--- src/rtl/mc_opstate_pkg.sv ---
package mc_opstate_pkg;

    typedef enum logic [2:0] {
        ST_INIT    = 3'd0,
        ST_CONFIG  = 3'd1,
        ST_CFG_REQ = 3'd2,
        ST_ACCESS  = 3'd3,
        ST_ACC_REQ = 3'd4,
        ST_LOWPWR  = 3'd5,
        ST_LPE_REQ = 3'd6,
        ST_LPX_REQ = 3'd7
    } op_state_e;

    localparam logic [2:0] CMD_INIT  = 3'd0;
    localparam logic [2:0] CMD_CFG   = 3'd1;
    localparam logic [2:0] CMD_GO    = 3'd2;
    localparam logic [2:0] CMD_SLEEP = 3'd3;
    localparam logic [2:0] CMD_WAKE  = 3'd4;

    typedef enum logic [1:0] {
        GOAL_NONE = 2'd0,
        GOAL_CFG  = 2'd1,
        GOAL_ACC  = 2'd2
    } goal_e;

endpackage

--- src/rtl/mc_seq_helper.sv ---
module mc_seq_helper
    import mc_opstate_pkg::*;
#(
    parameter int          TRIG_W  = 3,
    parameter logic [TRIG_W-1:0] HW_TRIG = 1
) (
    input  logic              clk,
    input  logic              rst_n,
    input  logic              goto_cfg,
    input  logic              goto_acc,
    input  op_state_e         state,
    input  logic [TRIG_W-1:0] trig,
    output logic              busy,
    output logic              hcmd_valid,
    output logic [2:0]        hcmd
);

    goal_e goal_q, goal_d;
    logic  hw_locked;

    assign hw_locked = (state == ST_LOWPWR) && (trig == HW_TRIG);

    // goal register
    always_comb begin
        goal_d = goal_q;
        unique case (goal_q)
            GOAL_NONE: begin
                if (goto_cfg)
                    goal_d = GOAL_CFG;
                else if (goto_acc && !hw_locked)
                    goal_d = GOAL_ACC;
            end
            GOAL_CFG: if (state == ST_CONFIG) goal_d = GOAL_NONE;
            GOAL_ACC: if (state == ST_ACCESS) goal_d = GOAL_NONE;
            default:  goal_d = GOAL_NONE;
        endcase
    end

    always_ff @(posedge clk) begin
        if (!rst_n) goal_q <= GOAL_NONE;
        else        goal_q <= goal_d;
    end

    // command issue from the registered goal
    always_comb begin
        hcmd_valid = 1'b0;
        hcmd       = CMD_INIT;
        unique case (goal_q)
            GOAL_CFG: begin
                if (state == ST_LOWPWR) begin
                    hcmd_valid = 1'b1; hcmd = CMD_WAKE;
                end else if (state == ST_INIT || state == ST_ACCESS) begin
                    hcmd_valid = 1'b1; hcmd = CMD_CFG;
                end
            end
            GOAL_ACC: begin
                if (state == ST_LOWPWR) begin
                    hcmd_valid = 1'b1; hcmd = CMD_WAKE;
                end else if (state == ST_INIT) begin
                    hcmd_valid = 1'b1; hcmd = CMD_CFG;
                end else if (state == ST_CONFIG) begin
                    hcmd_valid = 1'b1; hcmd = CMD_GO;
                end
            end
            default: ;
        endcase
    end

    assign busy = (goal_q != GOAL_NONE);

endmodule

--- src/rtl/mc_cmd_select.sv ---
module mc_cmd_select
    import mc_opstate_pkg::*;
#(
    parameter int          TRIG_W  = 3,
    parameter logic [TRIG_W-1:0] HW_TRIG = 1
) (
    input  logic              busy,
    input  logic              hcmd_valid,
    input  logic [2:0]        hcmd,
    input  logic              cmd_valid,
    input  logic [2:0]        cmd,
    input  logic              lp_req,
    input  op_state_e         state,
    input  logic [TRIG_W-1:0] trig,
    output logic              eff_valid,
    output logic [2:0]        eff_cmd,
    output logic              hw_enter,
    output logic              hw_exit
);

    always_comb begin
        if (busy) begin
            eff_valid = hcmd_valid;
            eff_cmd   = hcmd;
        end else begin
            eff_valid = cmd_valid;
            eff_cmd   = cmd;
        end
        hw_enter = !busy && !cmd_valid && lp_req && (state == ST_ACCESS);
        hw_exit  = (state == ST_LOWPWR) && (trig == HW_TRIG) && !lp_req;
    end

endmodule

--- src/rtl/mc_state_core.sv ---
module mc_state_core
    import mc_opstate_pkg::*;
#(
    parameter int          TRIG_W  = 3,
    parameter logic [TRIG_W-1:0] HW_TRIG = 1,
    parameter logic [TRIG_W-1:0] SW_TRIG = 2
) (
    input  logic              clk,
    input  logic              rst_n,
    input  logic              eff_valid,
    input  logic [2:0]        eff_cmd,
    input  logic              hw_enter,
    input  logic              hw_exit,
    input  logic              mem_ack,
    output op_state_e         state_o,
    output logic [TRIG_W-1:0] trig_o
);

    op_state_e         st_q, st_d;
    logic [TRIG_W-1:0] trig_q, trig_d;
    logic              is_cfg, is_go, is_sleep, is_wake;

    assign is_cfg   = eff_valid && (eff_cmd == CMD_CFG);
    assign is_go    = eff_valid && (eff_cmd == CMD_GO);
    assign is_sleep = eff_valid && (eff_cmd == CMD_SLEEP);
    assign is_wake  = eff_valid && (eff_cmd == CMD_WAKE);

    always_comb begin
        st_d   = st_q;
        trig_d = trig_q;
        unique case (st_q)
            ST_INIT:    if (is_cfg) st_d = ST_CFG_REQ;
            ST_CONFIG:  if (is_go)  st_d = ST_ACC_REQ;
            ST_ACCESS: begin
                if (is_cfg) begin
                    st_d = ST_CFG_REQ;
                end else if (is_sleep) begin
                    st_d   = ST_LPE_REQ;
                    trig_d = SW_TRIG;
                end else if (hw_enter) begin
                    st_d   = ST_LPE_REQ;
                    trig_d = HW_TRIG;
                end
            end
            ST_LOWPWR:  if (is_wake || hw_exit) st_d = ST_LPX_REQ;
            ST_CFG_REQ: if (mem_ack) st_d = ST_CONFIG;
            ST_ACC_REQ: if (mem_ack) st_d = ST_ACCESS;
            ST_LPE_REQ: if (mem_ack) st_d = ST_LOWPWR;
            ST_LPX_REQ: begin
                if (mem_ack) begin
                    st_d   = ST_ACCESS;
                    trig_d = '0;
                end
            end
            default:    st_d = ST_INIT;
        endcase
    end

    always_ff @(posedge clk) begin
        if (!rst_n) begin
            st_q   <= ST_INIT;
            trig_q <= '0;
        end else begin
            st_q   <= st_d;
            trig_q <= trig_d;
        end
    end

    assign state_o = st_q;
    assign trig_o  = trig_q;

endmodule

--- src/rtl/mc_opstate_fsm.sv ---
module mc_opstate_fsm
    import mc_opstate_pkg::*;
#(
    parameter int TRIG_W = 3,
    localparam int STAT_W = TRIG_W + 4
) (
    input  logic              clk,
    input  logic              rst_n,
    input  logic              cmd_valid,
    input  logic [2:0]        cmd,
    input  logic              mem_ack,
    input  logic              lp_req,
    input  logic              goto_cfg,
    input  logic              goto_acc,
    output logic [STAT_W-1:0] status_o,
    output logic              busy_o
);

    localparam logic [TRIG_W-1:0] HW_TRIG = TRIG_W'(1);
    localparam logic [TRIG_W-1:0] SW_TRIG = TRIG_W'(2);

    op_state_e         state;
    logic [TRIG_W-1:0] trig;
    logic              busy, hcmd_valid, eff_valid, hw_enter, hw_exit;
    logic [2:0]        hcmd, eff_cmd;

    mc_seq_helper #(.TRIG_W(TRIG_W), .HW_TRIG(HW_TRIG)) u_helper (
        .clk(clk), .rst_n(rst_n), .goto_cfg(goto_cfg), .goto_acc(goto_acc),
        .state(state), .trig(trig), .busy(busy),
        .hcmd_valid(hcmd_valid), .hcmd(hcmd)
    );

    mc_cmd_select #(.TRIG_W(TRIG_W), .HW_TRIG(HW_TRIG)) u_select (
        .busy(busy), .hcmd_valid(hcmd_valid), .hcmd(hcmd),
        .cmd_valid(cmd_valid), .cmd(cmd), .lp_req(lp_req),
        .state(state), .trig(trig), .eff_valid(eff_valid),
        .eff_cmd(eff_cmd), .hw_enter(hw_enter), .hw_exit(hw_exit)
    );

    mc_state_core #(.TRIG_W(TRIG_W), .HW_TRIG(HW_TRIG), .SW_TRIG(SW_TRIG)) u_core (
        .clk(clk), .rst_n(rst_n), .eff_valid(eff_valid), .eff_cmd(eff_cmd),
        .hw_enter(hw_enter), .hw_exit(hw_exit), .mem_ack(mem_ack),
        .state_o(state), .trig_o(trig)
    );

    assign status_o = {trig, 1'b0, state};
    assign busy_o   = busy;

endmodule

--- config.mk ---
export PLATFORM = sky130hd
export DESIGN_NAME = mc_opstate_fsm
export DESIGN_NICKNAME = d
export VERILOG_FILES = /design/src/rtl/mc_opstate_pkg.sv /design/src/rtl/mc_seq_helper.sv /design/src/rtl/mc_cmd_select.sv /design/src/rtl/mc_state_core.sv /design/src/rtl/mc_opstate_fsm.sv
export SDC_FILE = /design/constraint.sdc
export NUM_CORES = 1
export LEC_CHECK = 0
export BUFFER_PORTS_ARGS = -buffer_cell sky130_fd_sc_hd__buf_2
export CORE_MARGIN = 2
export CORE_UTILIZATION = 55
export DETAILED_ROUTE_END_ITERATION = 12
export PLACE_DENSITY = 0.82
export SETUP_SLACK_MARGIN = 0.3
export SYNTH_ARGS = -nofsm -noshare
export SYNTH_HDL_FRONTEND = slang
export SYNTH_SLANG_ARGS = --single-unit
--- constraint.sdc ---
create_clock -name clk -period 2.9 [get_ports clk]
set_input_delay 0.145 -clock clk [delete_from_list [all_inputs] [get_ports clk]]
set_output_delay 0.145 -clock clk [all_outputs]
set_load 0.01 [all_outputs]
==> results.yml, run 1 <==
timing:
  clock.fmax_mhz: 431
  slew_violations: 0
  period_needed_ns: 2.32
  worst_slack_ns: 0.581
  rsz0062_at_grt: "no"
  finalClockSkew_ns: 0.00525
  setup_violations: 0
  holdWs_ns: 0.205
  period_share_pct: 79.9
  finalHoldViolations: 0
  setup_tns_ns: 0
synthesis:
  synthCells: 93
  synth_edf_count: 0
  synthArstFlopShare_pct: 0
  syn_area_um2: 714
  yosys.area.top_type: "dfxtp_1"
  ys_top_cells_by_area: "dfxtp_1 20%, nand2_1 6.8%, ha_1 5.3%"
  synth-seq-cells: 7
  synth_top_cell_area_share_pct: 19.6
  yosysSeqAreaShare_pct: 19.6
  yosysWarnings: 0
  synth.distinct_cells: 44
  synth-main-ff-cell: "dfxtp_1"
  synth.avg_cell_area_um2: 7.68
worst_setup_path:
  cp-start-kind: "flop"
  critPathCaptureType: "flop"
  crit_arrival_ns: 2.50
  crit_required_ns: 3.08
  critPathKind: "reg2reg"
  regToRegSetupSlack_ns: 0.58
  path_max_fanout: 12
clock_tree:
  cts_max_path_buffers: 2
  cts_resized: 0
  cts_tree: "built"
  cts.sinks: 7
  postCtsHoldBufs: 0
  clock_latency_ns: 0.25
  post_cts.repair.setup_buffers: 0
  root_buffer: "clkbuf_4"
  cts.clk_slew.worst_paths_ns: 0.06
  cts_max_level: 1
  numCtsBuffers: 3
pwr:
  seqPwrFrac_pct: 28.4
  power_frac_clock_pct: 18.3
  peakVddDrop_mv: 0.389
  p_int_mw: 0.269
  p_sw_share_pct: 45.4
  power.switching_mw: 0.223
  power_frac_comb_pct: 53.3
  p_leak_nw: 0.339
  powerDensity_nw_per_um2: 619
drt:
  wl_mm: 1.79
  via_per_inst: 6.21
  drt_pass1_iterations: 4
  drcViolationCount: 0
  vias: 751
  initialDrtViolationCount: 21
  detail-route-antenna-nets: 0
  detail_route.wl_per_cell_um: 14.8
die:
  start_util_pct: 61.8
  ios: 18
  die_h_um: 40.0
  core_um2: 1160
  core.rowCount: 12
  dieArea_um2: 1600
  die_w_um: 40.0
layout:
  num_antenna_cells: 0
  fin_nets: 121
  multi_input_area_um2: 508
  fin_cells: 121
  drive_above_1_share_pct: 24.3
  seq_area_um2: 140
  post-route-cell-area_um2: 795
  syn_to_final_growth_pct: 11.2
  fillers: 104
grt:
  grt.overflow.total: 0
  grt_max_degree: 15
  grt_antenna_before_repair: 0
  grt_pass1_wl_mm: 2.72
  grt_pass1_vias: 630
  grt_usage_pct: 25.1
run:
  drv_cap: 0
placement:
  pre_cts_ws_ns: 0.593
  dp_hpwl_mm: 1.30
  placed_cells: 117
  portBuffers: 15
  gp_routability_congestion: 0.863
  dpl_cell_area_um2: 767
worst_hold_path:
  hold_path_class: "in2reg"
outcome:
  status: "finished, final reports clean"
power by group through the flow:
stage	clock, mW	combinational [mW]	sequential (mW)
2_1_floorplan	0	0.221	0.124
3_3_place_gp	0	0.248	0.140
3_5_place_dp	0	0.255	0.141
4_1_cts	0.0921	0.259	0.138
5_1_grt	0.0982	0.285	0.141
6_report	0.0902	0.262	0.140
cell type report:
type	count	area share, %
Clock buffer	3	2.83
Sequential cell	7	17.6
Inverter	7	3.31
Tap cell	14	2.20
Timing Repair Buffer	15	9.45
Multi-Input combinational cell	74	63.9
Clock inverter	1	0.630
registers in the layout, summed over array words and instances, names as in the netlist:
signal / cells
u_core.state_o: 3
u_core.trig_o: 2
u_helper.goal_q: 2
layer usage:
layer	routed length (µm)	track usage, %	vias up
met5	0	0	-
met3	112	1.67	2
met1	838	34.6	356
li1	-	-	365
met2	830	41.1	28
met4	6	7.76	0
cell usage in the layout (no fill, tap or decap), types with 2 or more instances in the layout:
| cell type | instances |
|---|---|
| clkbuf_4 | 3 |
| nor2b_1 | 3 |
| nor3_1 | 2 |
| inv_1 | 7 |
| or3_1 | 2 |
| buf_2 | 15 |
| nand4_1 | 2 |
| o21ai_0 | 2 |
| mux2i_1 | 2 |
| nand2b_1 | 3 |
| conb_1 | 2 |
| a21oi_1 | 4 |
| nor2_1 | 5 |
| nand3b_1 | 2 |
| a21boi_0 | 2 |
| ha_1 | 3 |
| nand2_1 | 13 |
| dfxtp_1 | 7 |
| nand3_1 | 3 |
synthesized netlist by cell type (2+ instances only):
| library cell | n |
|---|---|
| nand2_1 | 13 |
| dfxtp_1 | 7 |
| inv_1 | 7 |
| nor2_1 | 5 |
| a21oi_1 | 4 |
| buf_4 | 3 |
| ha_1 | 3 |
| nand2b_1 | 3 |
| nand3_1 | 3 |
| nor2b_1 | 3 |
| a21boi_0 | 2 |
| buf_2 | 2 |
| mux2i_1 | 2 |
| nand3b_1 | 2 |
| nand4_1 | 2 |
| nor3_1 | 2 |
| o21ai_0 | 2 |
| or3_1 | 2 |
path summary, 6_finish.rpt:
| path | startpoint | endpoint | cells past startpoint |
|---|---|---|---|
| setup / recovery | u_helper.goal_q[1] | u_core.state_o[0] | 8 |
| hold / removal | rst_n | u_core.state_o[1] | 2 |
| setup reg to reg | u_helper.goal_q[1] | u_core.state_o[0] | 8 |
| hold reg to reg | u_core.trig_o[0] | u_core.trig_o[0] | 2 |
stage by stage:
stage	total power [mW]	util (%)
floorplan	0.345	-
global route	0.524	68.7
global placement	0.388	66.3
detailed placement	0.395	66.3
CTS	0.489	68.7
finish	0.492	68.7
critical path, stage by stage, from the launching register on:
cell and delay [ns]:
dfxtp_1 0.36, inv_1 0.07, ha_1 0.32, nand2b_1 0.25, or4_4 0.50, nand2_1 0.12
a41oi_1 0.20, nor3_1 0.24, mux2i_1 0.20
kinds of logic after synthesis:
family / count (synthesis) / synth area share, %
compound gates: 24 / 27.5
other cells: 1 / 0.525
buf+inv: 13 / 9.81
mux: 2 / 2.80
xor+xnor: 1 / 1.23
fa+ha+maj: 3 / 5.25
simple gates: 42 / 33.3
flops: 7 / 19.6
Note: power is estimated with default switching activity, not from simulation.
==> run 2, diff against run 1 <==
--- a/config.mk
+++ b/config.mk
@@ -7,9 +7,9 @@
 export LEC_CHECK = 0
 export BUFFER_PORTS_ARGS = -buffer_cell sky130_fd_sc_hd__buf_2
 export CORE_MARGIN = 2
-export CORE_UTILIZATION = 55
+export CORE_UTILIZATION = 46
 export DETAILED_ROUTE_END_ITERATION = 12
-export PLACE_DENSITY = 0.82
+export PLACE_DENSITY = 0.73
 export SETUP_SLACK_MARGIN = 0.3
 export SYNTH_ARGS = -nofsm -noshare
 export SYNTH_HDL_FRONTEND = slang
==> constraint.sdc (replaced) <==
create_clock -name clk -period 2.1 [get_ports clk]
set_input_delay 0.105 -clock clk [delete_from_list [all_inputs] [get_ports clk]]
set_output_delay 0.105 -clock clk [all_outputs]
set_load 0.01 [all_outputs]
==> run 2 against run 1 <==
Net effect: non-clock buffer count grew 18; critical endpoint unchanged; worst setup slack worse by 0.60 ns; clock skew rose by 0.0039 ns; critical path depth up 2; wire length rose by 47%; the flow now finishes with violations (negative setup slack); sequential power is 31% higher.
==> results.yml, run 2 (same netlist as run 1, synthesis figures left out) <==
timing:
  setup_violations: 2
  finalHoldViolations: 0
  finalClockSkew_ns: 0.00917
  slew_violations: 0
  period_share_pct: 101
  rsz0062_at_grt: "yes"
  period_needed_ns: 2.12
  worst_slack_ns: -0.0185
  setup_tns_ns: -0.0224
  clock.fmax_mhz: 472
layout:
  multi_input_area_um2: 636
  largest_register_ffs: 3
  fin_nets: 139
  fillers: 107
  post-route-cell-area_um2: 1070
  fin_cells: 141
  drive_above_1_share_pct: 48.8
  syn_to_final_growth_pct: 50.1
  seq_area_um2: 144
  num_antenna_cells: 0
  mostFrequentLayoutCell: "buf_4"
  final_cell_mix: "16 x buf_4, 15 x buf_2, 12 x nand2_1"
pwr:
  power_frac_clock_pct: 13.1
  peakVddDrop_mv: 0.565
  powerDensity_nw_per_um2: 921
  p_total_mw: 0.987
  p_sw_share_pct: 43.8
  p_leak_nw: 0.449
  power.switching_mw: 0.432
  seqPwrFrac_pct: 18.6
  power_frac_comb_pct: 68.3
  p_int_mw: 0.555
drt:
  via_per_inst: 6.37
  wl_mm: 2.64
  detail_route.wl_per_cell_um: 18.7
  drcViolationCount: 0
  drt_pass1_iterations: 4
  detail-route-antenna-nets: 0
  vias: 898
  initialDrtViolationCount: 54
clock_tree:
  numCtsBuffers: 3
  clock_latency_ns: 0.26
  cts_max_level: 1
  cts.clk_slew.worst_paths_ns: 0.06
  root_buffer: "clkbuf_4"
  cts_tree: "built"
  postCtsHoldBufs: 0
  cts.sinks: 7
  cts_max_path_buffers: 2
grt:
  grt_max_degree: 13
  grt_util_met3_pct: 4.17
  grt.overflow.total: 0
  grt.busiest_layer: "met2"
  grtUsageMet1_pct: 34.3
  grt_usage_pct: 26.6
  grt_antenna_before_repair: 0
  use_met2_pct: 40.3
  grt_pass1_wl_mm: 3.66
  grt_pass1_vias: 820
worst_hold_path:
  hold_path_class: "in2reg"
  min_from: "rst_n"
placement:
  dp_hpwl_mm: 1.66
  gp_routability_congestion: 0.823
  placed_cells: 127
  pre_cts_ws_ns: 0.0179
  portBuffers: 15
  dpl_cell_area_um2: 908
worst_setup_path:
  crit_arrival_ns: 2.26
  critPathKind: "reg2reg"
  path_max_fanout: 4
  cp-start-kind: "flop"
  crit_required_ns: 2.24
  timing.rr.start: "u_helper.goal_q[0]"
  worstSetupStartpoint: "u_helper.goal_q[0]"
  critPathCaptureType: "flop"
die:
  core.rowCount: 14
  dieArea_um2: 1880
  ios: 18
  die_h_um: 43.4
  die_w_um: 43.4
  start_util_pct: 48.0
  core_um2: 1490
outcome:
  status: "finished, violations left"
  violations: "negative setup slack"
run:
  drv_cap: 0
run 2: repair_timing:
action                                  CTS  global route
pin swaps                                 3             5
resized for setup                         4            12
endpoints found under the setup margin    4             5
buffers inserted                          6             4
run 2: layout make-up:
type | count | area share [%]
Inverter | 7 | 2.68
Multi-Input combinational cell | 74 | 59.3
Tap cell | 16 | 1.87
Clock buffer | 4 | 2.45
Timing Repair Buffer | 33 | 20.3
Sequential cell | 7 | 13.4
run 2: path summary, 6_finish.rpt:
path                                          end  slack [ns]  depth (start not counted)
worst max-delay path            u_core.state_o[0]       -0.02                         10
worst min-delay path            u_core.state_o[1]        0.19                          2
worst max register to register  u_core.state_o[0]       -0.02                         10
worst min register to register   u_core.trig_o[1]        0.50                          2
run 2: layer usage:
layer,part of all wire [%],up-vias
met5,0,-
met1,42,420
li1,-,405
met2,47,61
met3,8.3,12
met4,3.0,0
run 2: worst max-delay path, cell delays in order, from the launching register on:
cell,delay [ns]
dfxtp_2,0.33
inv_4,0.07
buf_4,0.12
ha_4,0.14
and4bb_2,0.24
a211oi_1,0.30
o21ai_2,0.13
a311oi_4,0.32
buf_4,0.19
nor3_4,0.04
mux2i_1,0.12
run 2: power by group through the flow:
stage / registers [mW] / logic, mW / clock network, mW
2_1_floorplan: 0.174 / 0.386 / 0
3_3_place_gp: 0.183 / 0.518 / 0
3_5_place_dp: 0.184 / 0.534 / 0
4_1_cts: 0.180 / 0.586 / 0.127
5_1_grt: 0.188 / 0.715 / 0.138
6_report: 0.184 / 0.674 / 0.129
run 2: per-stage QoR:
step	utilization (%)	hold WS (ns)
2_1_floorplan	-	0.227
3_3_place_gp	61.0	0.437
3_5_place_dp	61.0	0.441
4_1_cts	66.8	0.181
5_1_grt	72.0	0.182
6_report	72.0	0.185
==> run 3, diff against run 2 <==
--- a/config.mk
+++ b/config.mk
@@ -5,6 +5,7 @@
 export SDC_FILE = /design/constraint.sdc
 export NUM_CORES = 1
 export LEC_CHECK = 0
+export ABC_AREA = 1
 export BUFFER_PORTS_ARGS = -buffer_cell sky130_fd_sc_hd__buf_2
 export CORE_MARGIN = 2
 export CORE_UTILIZATION = 46
==> run 3 against run 2 <==
Net effect: the flow now finishes without violations; clock skew fell by 0.0089 ns; synthesized cell count increased by 41%; maximum frequency is 17% higher; sequential power increased by 27%; synthesized area rose by 2.8%; core utilization decreased by 10 points; flip-flop and latch count did not move; design area decreased by 13%; critical endpoint is now u_core.state_o[2].
==> results.yml, run 3 <==
timing:
  setup_tns_ns: 0
  finalClockSkew_ns: 0.000249
  slew_violations: 0
  period_needed_ns: 1.81
  period_share_pct: 86.4
  worst_slack_ns: 0.286
  setup_violations: 0
  finalHoldViolations: 0
  clock.fmax_mhz: 551
  rsz0062_at_grt: "yes"
grt:
  grt.overflow.total: 0
  grt_antenna_before_repair: 0
  grt_max_degree: 9
  grt_pass1_wl_mm: 2.89
  grt_pass1_vias: 727
  grt_usage_pct: 19.6
worst_setup_path:
  r2r_cells: 15
  path_max_fanout: 6
  worstSetupStartpoint: "u_helper.goal_q[0]"
  crit_slowest_cell: "dfxtp_2"
  cp-start-kind: "flop"
  crit_arrival_ns: 1.95
  r2r-end: "u_core.state_o[2]"
  critPathCaptureType: "flop"
  cp_common_cell: "nand2_2"
  cp_cell_sequence: "inv_4 > ha_4 > inv_2 > nor2_4 > nand2_2 > a21oi_2 > nor2_2 > nor2_4 > nand2_2 > nand2_2 > nand2_2 > nand2_4 > nand3_2 > nand2_1 > nor2_1"
  timing.rr.start: "u_helper.goal_q[0]"
  critPathKind: "reg2reg"
  crit_cells: 15
  regToRegSetupSlack_ns: 0.29
  crit_required_ns: 2.23
  slowest_delay_ns: 0.35
  cpLargestDelayFamily: "simple AND/OR/NAND/NOR gates"
  crit_buf_inv: 2
pwr:
  power.switching_mw: 0.727
  power_frac_clock_pct: 8.5
  peakVddDrop_mv: 1.08
  power_frac_comb_pct: 74.5
  powerDensity_nw_per_um2: 1470
  seqPwrFrac_pct: 17.1
  p_int_mw: 0.644
  p_sw_share_pct: 53.0
  p_leak_nw: 0.501
worst_hold_path:
  hold_path_class: "in2reg"
  holdPathEnd: "u_core.state_o[1]"
  min_from: "rst_n"
  whs_path_depth: 3
synthesis:
  ys_top_cells_by_area: "dfxtp_1 19%, nand2_1 17%, inv_1 11%"
  syn_area_um2: 734
  synth_edf_count: 0
  synthCells: 131
  synth.avg_cell_area_um2: 5.61
  synth-seq-cells: 7
  yosysMostFrequentCell: "nand2_1"
  yosysWarnings: 0
  synth-main-ff-cell: "dfxtp_1"
  synth_top_cells_by_count: "33 x nand2_1, 22 x inv_1, 17 x nor2_1, 12 x a21oi_1, 8 x nand3_1"
  synth.distinct_cells: 23
  synthArstFlopShare_pct: 0
  synth_top_cell_area_share_pct: 19.1
  yosysSeqAreaShare_pct: 19.1
  yosys.area.top_type: "dfxtp_1"
layout:
  final_cell_mix: "32 x nand2_1, 19 x inv_1, 15 x nor2_1, 15 x buf_2, 11 x a21oi_1"
  largest_register_ffs: 3
  fin_nets: 166
  post-route-cell-area_um2: 933
  syn_to_final_growth_pct: 27.1
  num_antenna_cells: 0
  fillers: 158
  fin_cells: 168
  drive_above_1_share_pct: 34.2
  finish.utilization_pct: 62.0
  mostFrequentLayoutCell: "nand2_1"
placement:
  dp_hpwl_mm: 1.35
  dpl_cell_area_um2: 818
  placed_cells: 161
  portBuffers: 15
  pre_cts_ws_ns: 0.173
  gp_routability_congestion: 0.778
die:
  die_h_um: 44.0
  core_um2: 1510
  core.rowCount: 14
  ios: 18
  dieArea_um2: 1930
  start_util_pct: 48.8
  die_w_um: 44.0
clock_tree:
  cts_max_path_buffers: 2
  cts.clk_slew.worst_paths_ns: 0.05
  cts_tree: "built"
  cts_max_level: 1
  cts.sinks: 7
  numCtsBuffers: 3
  clock_latency_ns: 0.24
  root_buffer: "clkbuf_4"
drt:
  vias: 842
  initialDrtViolationCount: 18
  detail_route.wl_per_cell_um: 10.6
  drcViolationCount: 0
  wl_mm: 1.78
  detail-route-antenna-nets: 0
  via_per_inst: 5.01
  drt_pass1_iterations: 4
run:
  drv_cap: 0
outcome:
  status: "finished, final reports clean"
-- run 3: power groups by stage --
| stage | sequential [mW] | clock (mW) | combinational [mW] |
|---|---|---|---|
| 6_report | 0.234 | 0.116 | 1.02 |
| 5_1_grt | 0.241 | 0.132 | 1.14 |
| 4_1_cts | 0.221 | 0.124 | 0.865 |
| 3_5_place_dp | 0.218 | 0 | 0.806 |
| 3_3_place_gp | 0.216 | 0 | 0.794 |
| 2_1_floorplan | 0.222 | 0 | 0.642 |
-- run 3: area by class of cell --
| type | count | area (µm²) | share of cell area [%] |
|---|---|---|---|
| Tap cell | 16 | 20.0 | 2.14 |
| Inverter | 25 | 98.8 | 10.6 |
| Clock buffer | 4 | 26.3 | 2.82 |
| Timing Repair Buffer | 18 | 97.6 | 10.5 |
| Multi-Input combinational cell | 98 | 546 | 58.4 |
| Sequential cell | 7 | 145 | 15.5 |
-- run 3: what timing repair did --
action | in CTS | in global routing
gates resized for setup | 7 | 15
setup buffers | 0 | 3
gates cloned | 0 | 0
pin swaps | 1 | 7
setup endpoints to repair | 5 | 5
hold buffers | 0 | 0
-- run 3: kinds of logic (layout without fill, tap and decap cells) --
logic type	count (synthesis)	count (layout)	share of synthesized area (%)
adder cells (fa/ha/maj)	3	3	5.11
AND/OR/NAND/NOR	71	71	44.0
AO/OA/AOI/OAI	22	22	16.5
other	1	2	0.511
flip-flops	7	7	19.1
buffers and inverters	27	47	14.8
-- run 3: tightest hold or removal path, delay by kind of cell --
kind	cells	cell delay, ns
buffers and inverters	1	0.13
and+or+nand+nor	2	0.10
-- run 3: worst max-delay path by stage --
stage               slack (ns)           endpoint
global route              0.17  u_core.state_o[2]
detailed placement        0.17  u_core.state_o[2]
global placement          0.20  u_core.state_o[0]
floorplan                 0.33  u_core.state_o[0]
finish                    0.29  u_core.state_o[2]
CTS                       0.31  u_core.state_o[2]
-- run 3: routing by layer --
| layer | up-vias | track usage [%] | wire length (µm) |
|---|---|---|---|
| li1 | 449 | - | - |
| met1 | 368 | 25.7 | 826 |
| met2 | 23 | 33.2 | 871 |
| met3 | 2 | 0.417 | 75 |
| met4 | 0 | 9.09 | 9 |
| met5 | - | 0 | 0 |
-- run 3: through the flow --
stage | power, mW | hold WS [ns]
after floorplan | 0.863 | 0.226
after global placement | 1.01 | 0.387
after detailed placement | 1.02 | 0.392
after CTS | 1.21 | 0.129
after global routing | 1.51 | 0.123
final | 1.37 | 0.131
